==> config.mk <==
export PLATFORM = sky130hd
export DESIGN_NAME = iha_adder
export DESIGN_NICKNAME = d
export VERILOG_FILES = /design/src/rtl/iha_pkg.sv /design/src/rtl/iha_cell.sv /design/src/rtl/iha_bank.sv /design/src/rtl/iha_ctrl.sv /design/src/rtl/iha_adder.sv
export SDC_FILE = /design/constraint.sdc
export NUM_CORES = 1
export LEC_CHECK = 0
export BUFFER_PORTS_ARGS = -buffer_cell sky130_fd_sc_hd__buf_2
export CORE_ASPECT_RATIO = 0.7
export CORE_MARGIN = 3
export CORE_UTILIZATION = 35
export CTS_BUF_LIST = sky130_fd_sc_hd__clkbuf_8
export CTS_CLUSTER_DIAMETER = 50
export CTS_CLUSTER_SIZE = 30
export DETAILED_ROUTE_END_ITERATION = 8
export GPL_ROUTABILITY_DRIVEN = 0
export PLACE_DENSITY = 0.55
export RECOVER_POWER = 100
export SYNTH_ARGS = -nofsm -noshare
export SYNTH_HDL_FRONTEND = slang
export SYNTH_SLANG_ARGS = --single-unit
==> constraint.sdc <==
create_clock -name clk -period 1.8 [get_ports clk]
set_input_delay 0.36 -clock clk [delete_from_list [all_inputs] [get_ports clk]]
set_output_delay 0.36 -clock clk [all_outputs]
set_load 0.03 [all_outputs]
==> src/rtl/iha_pkg.sv <==
package iha_pkg;
    typedef enum logic {
        PH_IDLE = 1'b0,
        PH_RUN  = 1'b1
    } phase_e;
endpackage

==> src/rtl/iha_cell.sv <==
module iha_cell (
    input  logic sel,
    input  logic ext_a,
    input  logic ext_b,
    input  logic fb_sum,
    input  logic fb_carry,
    output logic s,
    output logic c
);
    logic op_x;
    logic op_y;

    always_comb begin
        op_x = sel ? fb_sum   : ext_a;
        op_y = sel ? fb_carry : ext_b;
        s    = op_x ^ op_y;
        c    = op_x & op_y;
    end
endmodule

==> src/rtl/iha_bank.sv <==
module iha_bank #(
    parameter int WIDTH = 8
) (
    input  logic             sel,
    input  logic [WIDTH-1:0] ext_a,
    input  logic [WIDTH-1:0] ext_b,
    input  logic [WIDTH-1:0] fb_sum,
    input  logic [WIDTH-1:0] fb_carry,
    output logic [WIDTH-1:0] s_vec,
    output logic [WIDTH-1:0] c_vec
);
    for (genvar i = 0; i < WIDTH; i++) begin : g_bit
        iha_cell u_cell (
            .sel      (sel),
            .ext_a    (ext_a[i]),
            .ext_b    (ext_b[i]),
            .fb_sum   (fb_sum[i]),
            .fb_carry (fb_carry[i]),
            .s        (s_vec[i]),
            .c        (c_vec[i])
        );
    end
endmodule

==> src/rtl/iha_ctrl.sv <==
module iha_ctrl
    import iha_pkg::*;
#(
    parameter int WIDTH = 8
) (
    input  logic clk,
    input  logic rst,
    input  logic req,
    input  logic carry_zero,
    output logic sel,
    output logic load,
    output logic step,
    output logic done
);
    localparam int CNT_W = $clog2(WIDTH + 2);

    typedef struct packed {
        phase_e             phase;
        logic               req_prev;
        logic               done;
        logic [CNT_W-1:0]   iters;
    } ctrl_t;

    ctrl_t st_d, st_q;

    always_comb begin
        st_d          = st_q;
        st_d.req_prev = req;
        load          = 1'b0;
        step          = 1'b0;
        unique case (st_q.phase)
            PH_IDLE: begin
                if (req && !st_q.req_prev) begin
                    load       = 1'b1;
                    st_d.phase = PH_RUN;
                    st_d.done  = 1'b0;
                    st_d.iters = CNT_W'(1);
                end
            end
            PH_RUN: begin
                if (carry_zero) begin
                    st_d.phase = PH_IDLE;
                    st_d.done  = 1'b1;
                end else begin
                    step       = 1'b1;
                    st_d.iters = st_q.iters + CNT_W'(1);
                end
            end
            default: st_d.phase = PH_IDLE;
        endcase
    end

    always_ff @(posedge clk) begin
        if (rst) begin
            st_q <= '{phase: PH_IDLE, req_prev: 1'b0, done: 1'b0, iters: '0};
        end else begin
            st_q <= st_d;
        end
    end

    assign sel  = (st_q.phase == PH_RUN);
    assign done = st_q.done;


    iter_bound_chk: assert property (@(posedge clk) disable iff (rst)
        int'(st_q.iters) <= WIDTH + 1);


    busy_req_ignored_chk: assert property (@(posedge clk) disable iff (rst)
        (st_q.phase == PH_RUN && !carry_zero) |=> (st_q.phase == PH_RUN) && !st_q.done);
endmodule

==> src/rtl/iha_adder.sv <==
module iha_adder #(
    parameter int WIDTH = 8
) (
    input  logic             clk,
    input  logic             rst,
    input  logic             req,
    input  logic [WIDTH-1:0] a,
    input  logic [WIDTH-1:0] b,
    output logic [WIDTH-1:0] sum,
    output logic             cout,
    output logic             done
);
    typedef struct packed {
        logic [WIDTH-1:0] sum;
        logic [WIDTH-1:0] carry;
        logic             cout;
    } dp_t;

    dp_t dp_d, dp_q;

    logic             sel;
    logic             load;
    logic             step;
    logic             carry_zero;
    logic [WIDTH-1:0] s_vec;
    logic [WIDTH-1:0] c_vec;

    assign carry_zero = (dp_q.carry == '0);

    iha_ctrl #(.WIDTH(WIDTH)) u_ctrl (
        .clk        (clk),
        .rst        (rst),
        .req        (req),
        .carry_zero (carry_zero),
        .sel        (sel),
        .load       (load),
        .step       (step),
        .done       (done)
    );

    iha_bank #(.WIDTH(WIDTH)) u_bank (
        .sel      (sel),
        .ext_a    (a),
        .ext_b    (b),
        .fb_sum   (dp_q.sum),
        .fb_carry (dp_q.carry),
        .s_vec    (s_vec),
        .c_vec    (c_vec)
    );

    always_comb begin
        dp_d = dp_q;
        if (load) begin
            dp_d.sum   = s_vec;
            dp_d.carry = {c_vec[WIDTH-2:0], 1'b0};
            dp_d.cout  = c_vec[WIDTH-1];
        end else if (step) begin
            dp_d.sum   = s_vec;
            dp_d.carry = {c_vec[WIDTH-2:0], 1'b0};
            dp_d.cout  = dp_q.cout | c_vec[WIDTH-1];
        end
    end

    always_ff @(posedge clk) begin
        if (rst) begin
            dp_q <= '0;
        end else begin
            dp_q <= dp_d;
        end
    end

    assign sum  = dp_q.sum;
    assign cout = dp_q.cout;


    ha_overlap_chk: assert property (@(posedge clk) disable iff (rst)
        (dp_q.sum[WIDTH-2:0] & dp_q.carry[WIDTH-1:1]) == '0);


    done_carry_chk: assert property (@(posedge clk) disable iff (rst)
        done |-> carry_zero);


    hold_chk: assert property (@(posedge clk) disable iff (rst)
        (done && !load) |=> $stable(sum) && $stable(cout));


    load_clears_done_chk: assert property (@(posedge clk) disable iff (rst)
        load |=> !done && sel);
endmodule

### Word-level counts from Yosys, hierarchy flattened

Index checks and enable logic that the tools add are counted.

* add/subtract/negate cells: 1
* equal/unequal tests: 3
* muxes and demuxes: 27
* bitwise logic cells: 18
* reduce and logical (&&, ||, !) cells: 6

Operators with widths (number)
* 2-to-1 mux 17 bit: 2
* 2-to-1 mux 1 bit: 21
* case mux 5 bit (2 select lines): 1
* bitwise AND 1 bit: 8
* logical NOT 8 bit: 1
* XOR 1 bit: 8
* 2-to-1 mux 5 bit: 1
* adder 4 x 1 -> 4 bit, second input constant: 1
* 2-to-1 mux 4 bit: 1
* != test 2 bit, second input constant: 2
* AND reduction 2 bit: 2
* != test 2 x 1 -> 1 bit, second input constant: 1
* case mux 1 bit (2 select lines): 1
* nonzero test 2 bit: 1
* logical AND 1 bit: 1
* logical NOT 1 bit: 1
* NOT 1 bit: 1
* bitwise OR 1 bit: 1

* register bits after elaboration: 23
* input port bits: 19
* output and inout bits: 10
* logic and storage cells: 62

### Depth between registers and ports, before layout

Gate-level depths: netlist of run 1.

* depth after elaboration: 5
* depth in mapped cells: 6
* depth with buffers taken out: 4

### Cells and area by module

Synthesis of run 1 repeated with hierarchy kept, for this count alone.

* cells, all modules: 117
* area, all modules: 1156.1 µm²

Modules (own cells, without submodules)
* iha_adder: times used 1, cells an instance 83, area each 750.7 µm², sequential area each 320.3 µm²
* iha_cell: times used 8, cells an instance 3, area each 35.0 µm², sequential area each 0.0 µm²
* iha_ctrl: times used 1, cells an instance 10, area each 125.1 µm², sequential area each 60.1 µm²

### Worst setup path after synthesis of run 1

OpenSTA, ideal clock, no wires.

* path type: register to register
* start: reg u_ctrl.st_q (netlist bit u_ctrl.sel)
* end: reg dp_q (netlist bit sum[4])
* setup time: 127 ps
* arrival time: 1476 ps
* data required time: 1673 ps
* setup slack: 196 ps
* stages on the path, launching flop included: 7
* path buffers: 2
* clock period less this slack: 1604 ps
* cells stage by stage: dfxtp_1 -> buf_2 -> buf_2 -> mux2_2 -> ha_1 -> nand2_1 -> mux2i_1

RTL lines
* start: declaration: line iha_ctrl.sv:24 `ctrl_t st_d, st_q;`
* start signal: assignment: line iha_ctrl.sv:55 `st_q <= '{phase: PH_IDLE, req_prev: 1'b0, done: 1'b0, iters: '0};`
* start signal: assignment: line iha_ctrl.sv:57 `st_q <= st_d;`
* end signal: assignment: line iha_adder.sv:68 `dp_q <= dp_d;`
* end: declaration: line iha_adder.sv:19 `dp_t dp_d, dp_q;`

### Worst setup path after layout of run 1

* start: reg u_ctrl.st_q (netlist bit u_ctrl.sel)
* end: reg dp_q (netlist bit sum[2])

* word-level cells in the longest chain between the ends: 4
* elaborated cells between the ends (all ways): 8
* classes of those cells: mux: 6; bitwise: 1; reduce/logical: 1

Ends and longest elaborated chain
* 2-to-1 mux 1 bit (on tied branches): line iha_cell.sv:14, iha_cell.sv:15
* XOR 1 bit: line iha_cell.sv:16 `s = op_x ^ op_y;`
* 2-to-1 mux 17 bit: line iha_adder.sv:57 `end else if (step) begin`
* 2-to-1 mux 17 bit: line iha_adder.sv:53 `if (load) begin`

Parallel ways exist; a longest one is shown, timed or not. The select of a mux whose other input is x is not followed.
A chain may end at the register's enable or synchronous reset.

==> run_summary.xml, run 1 <==
<?xml version="1.0" encoding="UTF-8"?>
<metrics>
  <group name="synthesis">
    <metric name="async_flop_share" unit="">0</metric>
    <metric name="synth_top_cell_area_share" unit="">0.333</metric>
    <metric name="post_synth_instance_area" unit="sq um">1140</metric>
    <metric name="sequential_area_share_after_synthesis" unit="">0.333</metric>
    <metric name="post_synth.cell_area_avg" unit="sq um">10.1</metric>
    <metric name="syn-instance-count" unit="">113</metric>
    <metric name="synthMostInstantiatedCell" unit="">sky130_fd_sc_hd__nand2_1</metric>
    <metric name="yosysWarnings" unit="">0</metric>
    <metric name="post_synth_main_area_contributors" unit="">sky130_fd_sc_hd__dfxtp_1, sky130_fd_sc_hd__mux2_2, sky130_fd_sc_hd__mux2i_1, sky130_fd_sc_hd__nand2_1, sky130_fd_sc_hd__ha_1</metric>
    <metric name="post_synthesis_cell_type_count" unit="">22</metric>
    <metric name="synth_top_cell_by_area" unit="">sky130_fd_sc_hd__dfxtp_1</metric>
    <metric name="synth.cells.most_frequent" unit="">sky130_fd_sc_hd__nand2_1, sky130_fd_sc_hd__dfxtp_1, sky130_fd_sc_hd__mux2_2</metric>
    <metric name="ff_latch_count_synth" unit="">19</metric>
    <metric name="synth_enable_flop_cells" unit="">0</metric>
    <metric name="ys.flop_type" unit="">sky130_fd_sc_hd__dfxtp_1</metric>
    <metric name="synthesis.nets" unit="">140</metric>
  </group>
  <group name="clock_tree">
    <metric name="cts_tree" unit="">yes</metric>
    <metric name="post_cts_resize_count" unit="">0</metric>
    <metric name="cts_hold_buffers" unit="">0</metric>
    <metric name="cts_setup_buffers" unit="">0</metric>
    <metric name="cts.reportedPaths.clkPinSlew" unit="ns">0.07</metric>
    <metric name="cts_made_buffers" unit="">3</metric>
    <metric name="clk_latency" unit="ns">0.26</metric>
    <metric name="clock-sinks" unit="">19</metric>
    <metric name="max_root_sink_buffers" unit="">2</metric>
    <metric name="number_of_h_tree_levels" unit="">1</metric>
    <metric name="clk_root_buffer_cell" unit="">sky130_fd_sc_hd__clkbuf_8</metric>
  </group>
  <group name="power_and_ir_drop">
    <metric name="clockPowerShare" unit="">0.257</metric>
    <metric name="share_seq_of_total_power" unit="">0.432</metric>
    <metric name="largest_vdd_supply_drop" unit="V">0.000311</metric>
    <metric name="cellPowerDensity" unit="nW/um^2">904</metric>
    <metric name="comb_power_share" unit="">0.311</metric>
    <metric name="power_leakage" unit="nW">0.570</metric>
    <metric name="intPower" unit="mW">0.783</metric>
    <metric name="sw_frac_of_total" unit="">0.329</metric>
    <metric name="power.net_switching" unit="mW">0.384</metric>
  </group>
  <group name="setup_path">
    <metric name="crit_path_start_kind" unit="">register</metric>
    <metric name="worstPathRequired" unit="ns">1.98</metric>
    <metric name="rr_worst_depth" unit="">4</metric>
    <metric name="timing.reg2reg.setup_slack" unit="ns">0.27</metric>
    <metric name="r2r_end" unit="">sum[2]$_SDFFE_PP0P_</metric>
    <metric name="critical-path-slowest-cell" unit="">sky130_fd_sc_hd__a2bb2oi_4</metric>
    <metric name="reg2reg_from" unit="">u_ctrl.sel$_SDFF_PP0_</metric>
    <metric name="worstPathArrival" unit="ns">1.71</metric>
    <metric name="setup_crit_end_kind" unit="">register</metric>
    <metric name="worst_setup_path_type" unit="">reg -&gt; reg</metric>
    <metric name="timing.critical_path.slowest_cell_delay" unit="ns">0.52</metric>
    <metric name="worstPathMaxFanout" unit="">17</metric>
    <metric name="critical_path_cell_by_cell" unit="">buf_4, nor4b_4, a2bb2oi_4, mux2i_1</metric>
  </group>
  <group name="run">
    <metric name="timing.max_cap.violations" unit="">0</metric>
  </group>
  <group name="floorplanning">
    <metric name="num_rows" unit="">16</metric>
    <metric name="pin_count" unit="">29</metric>
    <metric name="die_span_in_y" unit="um">53.8</metric>
    <metric name="total_die_area" unit="sq um">4000</metric>
    <metric name="floorplan.die.width" unit="um">74.3</metric>
    <metric name="initial_utilization" unit="">0.388</metric>
    <metric name="core_region_area" unit="sq um">2940</metric>
  </group>
  <group name="hold_path">
    <metric name="whs_endpoint" unit="">u_ctrl.done$_SDFFE_PP0P_</metric>
    <metric name="holdPathStages" unit="">2</metric>
    <metric name="min-delay-start" unit="">rst</metric>
    <metric name="type_of_the_worst_min_delay_path" unit="">in -&gt; reg</metric>
  </group>
  <group name="place">
    <metric name="dp.final_hpwl" unit="um">1610</metric>
    <metric name="portBuffers" unit="">28</metric>
    <metric name="postPlaceCellArea" unit="sq um">1260</metric>
  </group>
  <group name="detailed_routing">
    <metric name="drc" unit="">0</metric>
    <metric name="aggregate_routed_wire_length" unit="um">2120</metric>
    <metric name="detailedRoute.firstPassIterationCount" unit="">2</metric>
    <metric name="via_count" unit="">820</metric>
    <metric name="drt_first_iter_violations" unit="">20</metric>
    <metric name="average_wire_per_cell_in_the_routed_design" unit="um">12.4</metric>
    <metric name="antenna_left" unit="">0</metric>
    <metric name="avgViaCountPerCell" unit="">4.82</metric>
  </group>
  <group name="grt">
    <metric name="grt_pass1_wl" unit="um">3440</metric>
    <metric name="grt_use_total" unit="">0.117</metric>
    <metric name="grt_max_degree" unit="">32</metric>
    <metric name="antenna_found_initial" unit="">0</metric>
    <metric name="grt-ovfl-total" unit="">0</metric>
    <metric name="via_count_of_the_first_global_routing_pass" unit="">796</metric>
  </group>
  <group name="layout">
    <metric name="nNetsFinal" unit="">162</metric>
    <metric name="antenna_cells_inserted" unit="">0</metric>
    <metric name="flow.area_growth_from_synthesis" unit="%">13.0</metric>
    <metric name="fraction_of_layout_cells_with_a_size_suffix_above_1" unit="">0.321</metric>
    <metric name="final_area" unit="sq um">1290</metric>
    <metric name="n_fill_cell" unit="">290</metric>
  </group>
  <group name="timing">
    <metric name="hold_viol" unit="">0</metric>
    <metric name="timing.final.max_slew_violations" unit="">0</metric>
    <metric name="tightest_slew_margin_relative_to_the_limit" unit="">0.568</metric>
    <metric name="worst_pin_slew" unit="ns">0.646</metric>
    <metric name="setup_violations" unit="">0</metric>
    <metric name="finalSetupTns" unit="ns">0</metric>
    <metric name="max_freq" unit="MHz">654</metric>
    <metric name="finalClockSkew" unit="ns">0.00437</metric>
    <metric name="finalCriticalPeriod" unit="ns">1.53</metric>
    <metric name="post-route-period-util" unit="">0.849</metric>
    <metric name="rsz_0062_raised_after_global_routing" unit="">no</metric>
  </group>
  <group name="outcome">
    <metric name="status" unit="">finished clean</metric>
  </group>
</metrics>
## flip-flops by register name (all words and copies together), names as in the netlist
name,flops
sum,8
u_ctrl.sel,1
cout,1
u_ctrl.st_q,1
u_ctrl.done,1
dp_q,7
## through the flow
step           power, mW  hold WS, ns  instances  utilization  worst slack (ns)
4_1_cts             1.19        0.317        170        0.443             0.241
5_1_grt             1.24        0.323        170        0.439             0.178
6_report            1.17        0.320        170        0.439             0.272
3_3_place_gp       0.882        0.453        166        0.427             0.289
3_5_place_dp       0.890        0.458        166        0.427             0.249
2_1_floorplan      0.839        0.432        113            -             0.196
## critical path: cells and delay by family (launching register included)
kind / cells / cell delay (ns)
AND/OR/NAND/NOR: 1 / 0.15
buffers and inverters: 1 / 0.19
multiplexers: 1 / 0.27
flip-flops: 1 / 0.32
AO/OA/AOI/OAI: 1 / 0.52
## power by group through the flow
stage	sequential, mW	clock (mW)	combinational [mW]
floorplan	0.513	0	0.326
global placement	0.510	0	0.372
detailed placement	0.513	0	0.377
CTS	0.503	0.311	0.379
global route	0.510	0.332	0.399
finish	0.504	0.300	0.363
## logic make-up (layout without fill, tap and decap cells)
family / Yosys count / after routing / share of synthesized area
buffers and inverters: 15 / 36 / 0.0843
AO/OA/AOI/OAI: 4 / 4 / 0.0460
AND/OR/NAND/NOR: 38 / 38 / 0.179
flip-flops: 19 / 19 / 0.333
multiplexers: 29 / 29 / 0.271
adder cells (fa/ha/maj): 8 / 8 / 0.0876
## how the worst max path moves through the flow
stage,startpoint,end,slack (ns),depth (start not counted)
CTS,u_ctrl.sel$_SDFF_PP0_,sum[2]$_SDFFE_PP0P_,0.24,4
floorplan,u_ctrl.sel$_SDFF_PP0_,sum[4]$_SDFFE_PP0P_,0.20,6
finish,u_ctrl.sel$_SDFF_PP0_,sum[2]$_SDFFE_PP0P_,0.27,4
global route,u_ctrl.sel$_SDFF_PP0_,sum[2]$_SDFFE_PP0P_,0.18,4
detailed placement,req,sum[2]$_SDFFE_PP0P_,0.25,4
global placement,req,sum[4]$_SDFFE_PP0P_,0.29,4
## cell usage in the layout, fill, tap and decap left out, drive strengths merged, types with 2 or more instances in the layout
cell and count:
buf 21, clkbuf 13, dfxtp 19, ha 8, mux2 15, mux2i 14, nand2 28, nor2b 3
nor4b 2
## metal layers
metal / wire length, um / track usage / vias to the layer above
met4: 25 / 0.0444 / 0
li1: - / - / 427
met5: 0 / 0 / -
met3: 142 / 0.0392 / 5
met1: 995 / 0.144 / 369
met2: 952 / 0.190 / 19
## layout make-up
cell class,count,area [sq um],area share
multi-input combinational,79,666,0.516
sequential,19,380,0.295
timing repair buffer,31,150,0.116
tap,36,45.0,0.0349
clock buffer,3,41.3,0.0320
clock inverter,1,5.00,0.00388
inverter,1,3.75,0.00291
Power figures use the tool's default switching activity.
==> inputs of run 2 (changes only) <==
PLACE_DENSITY = 0.57   (was 0.55)
clock period = 1.4 ns   (was 1.8 ns; I/O delays follow)
==> run 2 against run 1 <==
Effect of this change:
- critical path type unchanged
- hold slack worse by 0.080 ns
- non-clock buffer count rose by 8
- critical path depth increased by 1
- sequential power grew 30%
- via count is 5.6% higher
- clock skew fell by 0.0032 ns
==> run_summary.xml, run 2 (synthesized netlist as in run 1, its figures left out) <==
<?xml version="1.0" encoding="UTF-8"?>
<metrics>
  <group name="hold_path">
    <metric name="type_of_the_worst_min_delay_path" unit="">in -&gt; reg</metric>
    <metric name="min-delay-start" unit="">rst</metric>
    <metric name="holdPathStages" unit="">2</metric>
  </group>
  <group name="power_and_ir_drop">
    <metric name="cellPowerDensity" unit="nW/um^2">1130</metric>
    <metric name="sw_frac_of_total" unit="">0.328</metric>
    <metric name="power.net_switching" unit="mW">0.527</metric>
    <metric name="largest_vdd_supply_drop" unit="V">0.000480</metric>
    <metric name="comb_power_share" unit="">0.348</metric>
    <metric name="clockPowerShare" unit="">0.244</metric>
    <metric name="power_leakage" unit="nW">0.639</metric>
    <metric name="intPower" unit="mW">1.08</metric>
    <metric name="share_seq_of_total_power" unit="">0.407</metric>
  </group>
  <group name="timing">
    <metric name="finalCriticalPeriod" unit="ns">1.37</metric>
    <metric name="fin_worst_hold_slack" unit="ns">0.241</metric>
    <metric name="worst_pin_slew" unit="ns">0.372</metric>
    <metric name="post-route-period-util" unit="">0.980</metric>
    <metric name="hold_viol" unit="">0</metric>
    <metric name="max_freq" unit="MHz">729</metric>
    <metric name="timing.final.max_slew_violations" unit="">0</metric>
    <metric name="tightest_slew_margin_relative_to_the_limit" unit="">0.753</metric>
    <metric name="finalClockSkew" unit="ns">0.00122</metric>
    <metric name="finalSetupTns" unit="ns">0</metric>
    <metric name="rsz_0062_raised_after_global_routing" unit="">yes</metric>
    <metric name="setup_violations" unit="">0</metric>
  </group>
  <group name="floorplanning">
    <metric name="num_rows" unit="">16</metric>
    <metric name="floorplan.die.width" unit="um">74.3</metric>
    <metric name="total_die_area" unit="sq um">4000</metric>
    <metric name="initial_utilization" unit="">0.388</metric>
    <metric name="core_region_area" unit="sq um">2940</metric>
    <metric name="die_span_in_y" unit="um">53.8</metric>
    <metric name="pin_count" unit="">29</metric>
  </group>
  <group name="setup_path">
    <metric name="crit_path_start_kind" unit="">register</metric>
    <metric name="crit_path_start" unit="">u_ctrl.sel$_SDFF_PP0_</metric>
    <metric name="setup_crit_end_kind" unit="">register</metric>
    <metric name="worst_setup_path_type" unit="">reg -&gt; reg</metric>
    <metric name="worstPathMaxFanout" unit="">10</metric>
    <metric name="reg2reg_from" unit="">u_ctrl.sel$_SDFF_PP0_</metric>
    <metric name="worstPathRequired" unit="ns">1.59</metric>
    <metric name="rr_worst_depth" unit="">5</metric>
    <metric name="worstPathArrival" unit="ns">1.56</metric>
  </group>
  <group name="outcome">
    <metric name="status" unit="">finished clean</metric>
  </group>
  <group name="layout">
    <metric name="most_common_cell_after_layout_fill_and_taps_aside" unit="">sky130_fd_sc_hd__nand2_1</metric>
    <metric name="final_core_utilization" unit="">0.482</metric>
    <metric name="nNetsFinal" unit="">170</metric>
    <metric name="multi_input_comb_area" unit="sq um">701</metric>
    <metric name="fin_cells" unit="">178</metric>
    <metric name="n_fill_cell" unit="">280</metric>
    <metric name="area_of_all_sequential_standard_cells" unit="sq um">384</metric>
    <metric name="largest_register_ffs" unit="">8</metric>
    <metric name="final_cell_mix" unit="">sky130_fd_sc_hd__nand2_1, sky130_fd_sc_hd__dfxtp_1, sky130_fd_sc_hd__buf_2, sky130_fd_sc_hd__mux2i_1, sky130_fd_sc_hd__clkbuf_1</metric>
    <metric name="fraction_of_layout_cells_with_a_size_suffix_above_1" unit="">0.373</metric>
    <metric name="antenna_cells_inserted" unit="">0</metric>
    <metric name="flow.area_growth_from_synthesis" unit="%">24.2</metric>
  </group>
  <group name="grt">
    <metric name="grt-ovfl-total" unit="">0</metric>
    <metric name="via_count_of_the_first_global_routing_pass" unit="">811</metric>
    <metric name="grt_use_total" unit="">0.124</metric>
    <metric name="grt_pass1_wl" unit="um">3700</metric>
    <metric name="antenna_found_initial" unit="">0</metric>
    <metric name="grt_max_degree" unit="">20</metric>
  </group>
  <group name="clock_tree">
    <metric name="clk_latency" unit="ns">0.26</metric>
    <metric name="max_root_sink_buffers" unit="">2</metric>
    <metric name="cts.reportedPaths.clkPinSlew" unit="ns">0.07</metric>
    <metric name="cts_made_buffers" unit="">3</metric>
    <metric name="clock-sinks" unit="">19</metric>
    <metric name="clk_root_buffer_cell" unit="">sky130_fd_sc_hd__clkbuf_8</metric>
    <metric name="cts_tree" unit="">yes</metric>
    <metric name="number_of_h_tree_levels" unit="">1</metric>
  </group>
  <group name="detailed_routing">
    <metric name="average_wire_per_cell_in_the_routed_design" unit="um">12.9</metric>
    <metric name="avgViaCountPerCell" unit="">4.87</metric>
    <metric name="detailedRoute.firstPassIterationCount" unit="">4</metric>
    <metric name="drc" unit="">0</metric>
    <metric name="drt_first_iter_violations" unit="">20</metric>
    <metric name="via_count" unit="">866</metric>
    <metric name="aggregate_routed_wire_length" unit="um">2300</metric>
    <metric name="antenna_left" unit="">0</metric>
  </group>
  <group name="run">
    <metric name="timing.max_cap.violations" unit="">0</metric>
  </group>
  <group name="place">
    <metric name="portBuffers" unit="">28</metric>
    <metric name="total_placed_cells_including_tap_cells" unit="">170</metric>
    <metric name="dp.final_hpwl" unit="um">1660</metric>
  </group>
</metrics>
==> run 2: cell types whose count changed in the layout (fill, tap and decap cells not counted) <==
cell,previous run,this run
sky130_fd_sc_hd__buf_12,0,2
sky130_fd_sc_hd__buf_4,3,7
sky130_fd_sc_hd__buf_6,0,1
sky130_fd_sc_hd__clkbuf_4,0,1
sky130_fd_sc_hd__dfxtp_1,19,18
sky130_fd_sc_hd__dfxtp_4,0,1
sky130_fd_sc_hd__ha_1,8,7
sky130_fd_sc_hd__ha_4,0,1
sky130_fd_sc_hd__mux2_2,15,9
sky130_fd_sc_hd__mux2_4,0,6
==> run 2: final timing paths <==
| kind | endpoint | slack (ns) |
|---|---|---|
| max | sum[0]$_SDFFE_PP0P_ | 0.03 |
| min | u_ctrl.st_q[5]$_SDFF_PP0_ | 0.24 |
| max reg2reg | sum[0]$_SDFFE_PP0P_ | 0.03 |
| min reg2reg | sum[6]$_SDFFE_PP0P_ | 0.47 |
==> run 2: per-layer routing <==
layer | GRT usage | wire length, um | up-vias
li1 | - | - | 437
met1 | 0.164 | 1160 | 408
met2 | 0.194 | 995 | 19
met3 | 0.0504 | 139 | 2
met4 | 0.0178 | 8 | 0
met5 | 0 | 0 | -
==> run 2: worst max-delay path, stage by stage, from the launching register on <==
cell and delay [ns]:
sky130_fd_sc_hd__dfxtp_4 0.37, sky130_fd_sc_hd__buf_12 0.14, sky130_fd_sc_hd__mux2_2 0.34, sky130_fd_sc_hd__ha_1 0.28, sky130_fd_sc_hd__nand2_1 0.04, sky130_fd_sc_hd__mux2i_1 0.13
==> run 2: power groups by stage <==
stage	Combinational, mW	Sequential [mW]	Clock [mW]
floorplan	0.444	0.662	0
global placement	0.490	0.683	0
detailed placement	0.502	0.688	0
CTS	0.552	0.653	0.401
global route	0.609	0.664	0.422
finish	0.560	0.655	0.393
==> run 2: repair_timing <==
item / in CTS / in global routing
setup buffers: 2 / 2
hold buffers: 0 / 0
resized for setup: 1 / 5
endpoints found under the setup margin: 18 / 9
==> run 2: stage by stage <==
stage | power (mW) | instance area, sq um | setup WS, ns
after floorplan | 1.11 | 1180 | -0.0121
after global placement | 1.17 | 1310 | -0.171
after detailed placement | 1.19 | 1310 | -0.201
after global routing | 1.70 | 1420 | -0.0552
after CTS | 1.61 | 1390 | 0.0107
final | 1.61 | 1420 | 0.0282
==> run 2: cell type report <==
type / count / share of cell area
clock buffers: 3 / 0.0291
flip-flops and latches: 19 / 0.271
multi-input cells: 79 / 0.494
clock inverters: 1 / 0.00353
repair buffers: 39 / 0.168
inverters: 1 / 0.00265
well taps: 36 / 0.0317
==> inputs of run 3 (changes only) <==
--- a/config.mk
+++ b/config.mk
@@ -7,2 +7,3 @@
 export LEC_CHECK = 0
+export ABC_AREA = 1
 export BUFFER_PORTS_ARGS = -buffer_cell sky130_fd_sc_hd__buf_2
@@ -11,3 +12,2 @@
 export CORE_UTILIZATION = 35
-export CTS_BUF_LIST = sky130_fd_sc_hd__clkbuf_8
 export CTS_CLUSTER_DIAMETER = 50
@@ -16,3 +16,3 @@
 export GPL_ROUTABILITY_DRIVEN = 0
-export PLACE_DENSITY = 0.57
+export PLACE_DENSITY = 0.56
 export RECOVER_POWER = 100
--- a/constraint.sdc
+++ b/constraint.sdc
@@ -3,2 +3,2 @@
 set_output_delay 0.28 -clock clk [all_outputs]
-set_load 0.03 [all_outputs]
+set_load 0.02 [all_outputs]
==> run 3 against run 2 <==
Effect of this change:
- wire length up 8.8%
- sequential power increased by 1%
- maximum frequency rose by 6.5%
- synthesized cell count increased by 65%
- power grew 0.65%
- critical path depth is 3 higher
- register-to-register slack improved by 0.08 ns
- die area grew 4.0%
- final area barely moved
- critical endpoint is now sum[4]$_SDFFE_PP0P_
- largest power group unchanged
==> run_summary.xml, run 3 <==
<?xml version="1.0" encoding="UTF-8"?>
<metrics>
  <group name="synthesis">
    <metric name="synth_top_cell_by_area" unit="">sky130_fd_sc_hd__dfxtp_1</metric>
    <metric name="ff_latch_count_synth" unit="">19</metric>
    <metric name="ys.flop_type" unit="">sky130_fd_sc_hd__dfxtp_1</metric>
    <metric name="adder_cell_share_of_the_synthesized_area" unit="">0.0839</metric>
    <metric name="syn-instance-count" unit="">187</metric>
    <metric name="yosysWarnings" unit="">0</metric>
    <metric name="post_synthesis_cell_type_count" unit="">17</metric>
    <metric name="post_synth_main_area_contributors" unit="">sky130_fd_sc_hd__dfxtp_1, sky130_fd_sc_hd__nand2_1, sky130_fd_sc_hd__ha_1, sky130_fd_sc_hd__inv_1, sky130_fd_sc_hd__a21oi_1</metric>
    <metric name="post_synth_instance_area" unit="sq um">1190</metric>
    <metric name="synth.mux.area_fraction" unit="">0</metric>
    <metric name="synth_area_in_compound_gates" unit="">0.106</metric>
    <metric name="sequential_area_share_after_synthesis" unit="">0.319</metric>
    <metric name="synth_xor_xnor_area_share" unit="">0</metric>
    <metric name="async_flop_share" unit="">0</metric>
    <metric name="synthMostInstantiatedCell" unit="">sky130_fd_sc_hd__nand2_1</metric>
    <metric name="synth.cells.most_frequent" unit="">sky130_fd_sc_hd__nand2_1, sky130_fd_sc_hd__inv_1, sky130_fd_sc_hd__nor2_1</metric>
    <metric name="post_synth.cell_area_avg" unit="sq um">6.38</metric>
    <metric name="synthSimpleGateAreaFrac" unit="">0.311</metric>
    <metric name="synth_enable_flop_cells" unit="">0</metric>
    <metric name="synth_top_cell_area_share" unit="">0.319</metric>
    <metric name="synthesis.nets" unit="">214</metric>
    <metric name="main_combinational_cell_family_by_area_after_synthesis" unit="">simple AND/OR/NAND/NOR gates</metric>
  </group>
  <group name="clock_tree">
    <metric name="cts_made_buffers" unit="">3</metric>
    <metric name="cts_tree" unit="">yes</metric>
    <metric name="clk_latency" unit="ns">0.26</metric>
    <metric name="clk_root_buffer_cell" unit="">sky130_fd_sc_hd__clkbuf_8</metric>
    <metric name="cts_hold_buffers" unit="">0</metric>
    <metric name="max_root_sink_buffers" unit="">2</metric>
    <metric name="number_of_h_tree_levels" unit="">1</metric>
    <metric name="cts.reportedPaths.clkPinSlew" unit="ns">0.07</metric>
    <metric name="clock-sinks" unit="">19</metric>
  </group>
  <group name="layout">
    <metric name="largest_register_ffs" unit="">8</metric>
    <metric name="most_common_cell_after_layout_fill_and_taps_aside" unit="">sky130_fd_sc_hd__nand2_1</metric>
    <metric name="antenna_cells_inserted" unit="">0</metric>
    <metric name="final_cell_mix" unit="">sky130_fd_sc_hd__nand2_1, sky130_fd_sc_hd__inv_1, sky130_fd_sc_hd__nor2_1, sky130_fd_sc_hd__dfxtp_1, sky130_fd_sc_hd__buf_2</metric>
    <metric name="final_core_utilization" unit="">0.442</metric>
    <metric name="flow.area_growth_from_synthesis" unit="%">19.1</metric>
    <metric name="nNetsFinal" unit="">239</metric>
    <metric name="fraction_of_layout_cells_with_a_size_suffix_above_1" unit="">0.171</metric>
  </group>
  <group name="detailed_routing">
    <metric name="antenna_left" unit="">0</metric>
    <metric name="drt_first_iter_violations" unit="">55</metric>
    <metric name="average_wire_per_cell_in_the_routed_design" unit="um">9.69</metric>
    <metric name="drc" unit="">0</metric>
    <metric name="via_count" unit="">1110</metric>
    <metric name="detailedRoute.firstPassIterationCount" unit="">4</metric>
    <metric name="avgViaCountPerCell" unit="">4.30</metric>
    <metric name="aggregate_routed_wire_length" unit="um">2500</metric>
  </group>
  <group name="setup_path">
    <metric name="worstPathMaxFanout" unit="">6</metric>
    <metric name="timing.reg2reg.setup_slack" unit="ns">0.11</metric>
    <metric name="worst_setup_path_type" unit="">reg -&gt; reg</metric>
    <metric name="reg2reg_from" unit="">u_ctrl.sel$_SDFF_PP0_</metric>
    <metric name="r2r_end" unit="">sum[4]$_SDFFE_PP0P_</metric>
    <metric name="setup_crit_end_kind" unit="">register</metric>
    <metric name="worstPathRequired" unit="ns">1.56</metric>
    <metric name="worstPathArrival" unit="ns">1.45</metric>
    <metric name="rr_worst_depth" unit="">8</metric>
    <metric name="crit_path_start_kind" unit="">register</metric>
  </group>
  <group name="timing">
    <metric name="post-route-period-util" unit="">0.920</metric>
    <metric name="rsz_0062_raised_after_global_routing" unit="">no</metric>
    <metric name="timing.final.ws_setup" unit="ns">0.112</metric>
    <metric name="tightest_slew_margin_relative_to_the_limit" unit="">0.830</metric>
    <metric name="finalCriticalPeriod" unit="ns">1.29</metric>
    <metric name="worst_pin_slew" unit="ns">0.257</metric>
    <metric name="hold_viol" unit="">0</metric>
    <metric name="finalSetupTns" unit="ns">0</metric>
    <metric name="max_freq" unit="MHz">776</metric>
    <metric name="setup_violations" unit="">0</metric>
    <metric name="finalClockSkew" unit="ns">0.000945</metric>
    <metric name="timing.final.max_slew_violations" unit="">0</metric>
  </group>
  <group name="hold_path">
    <metric name="whs_endpoint" unit="">u_ctrl.sel$_SDFF_PP0_</metric>
    <metric name="holdPathStages" unit="">2</metric>
    <metric name="type_of_the_worst_min_delay_path" unit="">in -&gt; reg</metric>
    <metric name="min-delay-start" unit="">rst</metric>
  </group>
  <group name="power_and_ir_drop">
    <metric name="power_leakage" unit="nW">0.759</metric>
    <metric name="cellPowerDensity" unit="nW/um^2">1140</metric>
    <metric name="largest_vdd_supply_drop" unit="V">0.000540</metric>
  </group>
  <group name="outcome">
    <metric name="status" unit="">finished clean</metric>
  </group>
  <group name="floorplanning">
    <metric name="initial_utilization" unit="">0.371</metric>
    <metric name="pin_count" unit="">29</metric>
    <metric name="floorplan.die.width" unit="um">75.8</metric>
    <metric name="total_die_area" unit="sq um">4150</metric>
    <metric name="num_rows" unit="">17</metric>
    <metric name="die_span_in_y" unit="um">54.8</metric>
    <metric name="core_region_area" unit="sq um">3210</metric>
  </group>
  <group name="place">
    <metric name="portBuffers" unit="">28</metric>
    <metric name="dp.final_hpwl" unit="um">1860</metric>
    <metric name="place_worst_setup_slack" unit="ns">0.0155</metric>
  </group>
  <group name="grt">
    <metric name="groute.layer.met3.usage" unit="">0.0440</metric>
    <metric name="grt_max_degree" unit="">18</metric>
    <metric name="grt-ovfl-total" unit="">0</metric>
    <metric name="antenna_found_initial" unit="">0</metric>
    <metric name="busiest_layer" unit="">met2</metric>
    <metric name="grt_pass1_wl" unit="um">4220</metric>
    <metric name="via_count_of_the_first_global_routing_pass" unit="">985</metric>
    <metric name="use_met2" unit="">0.229</metric>
    <metric name="use_met1" unit="">0.172</metric>
    <metric name="grt_use_total" unit="">0.138</metric>
  </group>
  <group name="run">
    <metric name="timing.max_cap.violations" unit="">0</metric>
  </group>
</metrics>
## run 3: cell type report
type	instances	area (sq um)
inverters	26	97.6
fillers	367	1790
well taps	47	58.8
multi-input cells	124	599
repair buffers	38	235
clock buffers	4	45.0
flip-flops and latches	19	384
## run 3: cell families after synthesis
kind of cell | count (synthesis)
buf+inv | 44
flops | 19
fa+ha+maj | 8
compound gates | 24
simple gates | 92
## run 3: worst max path at each step
stage | from | end | slack (ns) | depth (start not counted)
after floorplan | u_ctrl.sel$_SDFF_PP0_ | sum[7]$_SDFFE_PP0P_ | 0.05 | 8
after global placement | u_ctrl.sel$_SDFF_PP0_ | sum[6]$_SDFFE_PP0P_ | 0.06 | 8
after detailed placement | u_ctrl.sel$_SDFF_PP0_ | sum[6]$_SDFFE_PP0P_ | 0.02 | 8
after CTS | u_ctrl.sel$_SDFF_PP0_ | sum[6]$_SDFFE_PP0P_ | 0.05 | 8
after global routing | u_ctrl.sel$_SDFF_PP0_ | sum[5]$_SDFFE_PP0P_ | 0.005 | 9
final | u_ctrl.sel$_SDFF_PP0_ | sum[4]$_SDFFE_PP0P_ | 0.11 | 8
## run 3: per-stage QoR
| stage | std cells | cell area (sq um) | hold slack, ns | power, mW |
|---|---|---|---|---|
| after floorplan | 187 | 1190 | 0.349 | 1.12 |
| after global placement | 254 | 1390 | 0.451 | 1.25 |
| after detailed placement | 254 | 1390 | 0.451 | 1.25 |
| after CTS | 258 | 1430 | 0.209 | 1.65 |
| after global routing | 258 | 1420 | 0.207 | 1.77 |
| final | 258 | 1420 | 0.211 | 1.62 |
## run 3: critical path, cell delays in order (launching register included)
cell,delay (ns)
sky130_fd_sc_hd__dfxtp_4,0.37
sky130_fd_sc_hd__inv_2,0.05
sky130_fd_sc_hd__buf_4,0.15
sky130_fd_sc_hd__o21ai_0,0.16
sky130_fd_sc_hd__ha_1,0.25
sky130_fd_sc_hd__inv_1,0.05
sky130_fd_sc_hd__nand3_1,0.07
sky130_fd_sc_hd__nand2_1,0.06
sky130_fd_sc_hd__nor2_1,0.03
## run 3: timing repair
item	CTS	global route
cloned	0	0
pin swaps	0	1
gates resized for setup	1	9
setup buffers	0	0
setup endpoints to repair	1	15
## run 3: metal layers
layer / up-vias / share of wire
li1: 616 / -
met1: 471 / 0.52
met2: 18 / 0.43
met3: 5 / 0.044
met4: 0 / 0.011
met5: - / 0
## run 3: report_power, final
part	total (mW)	switching (mW)	internal [mW]
clock network	0.392	0.189	0.203
registers	0.662	0.0465	0.615
logic	0.564	0.330	0.234
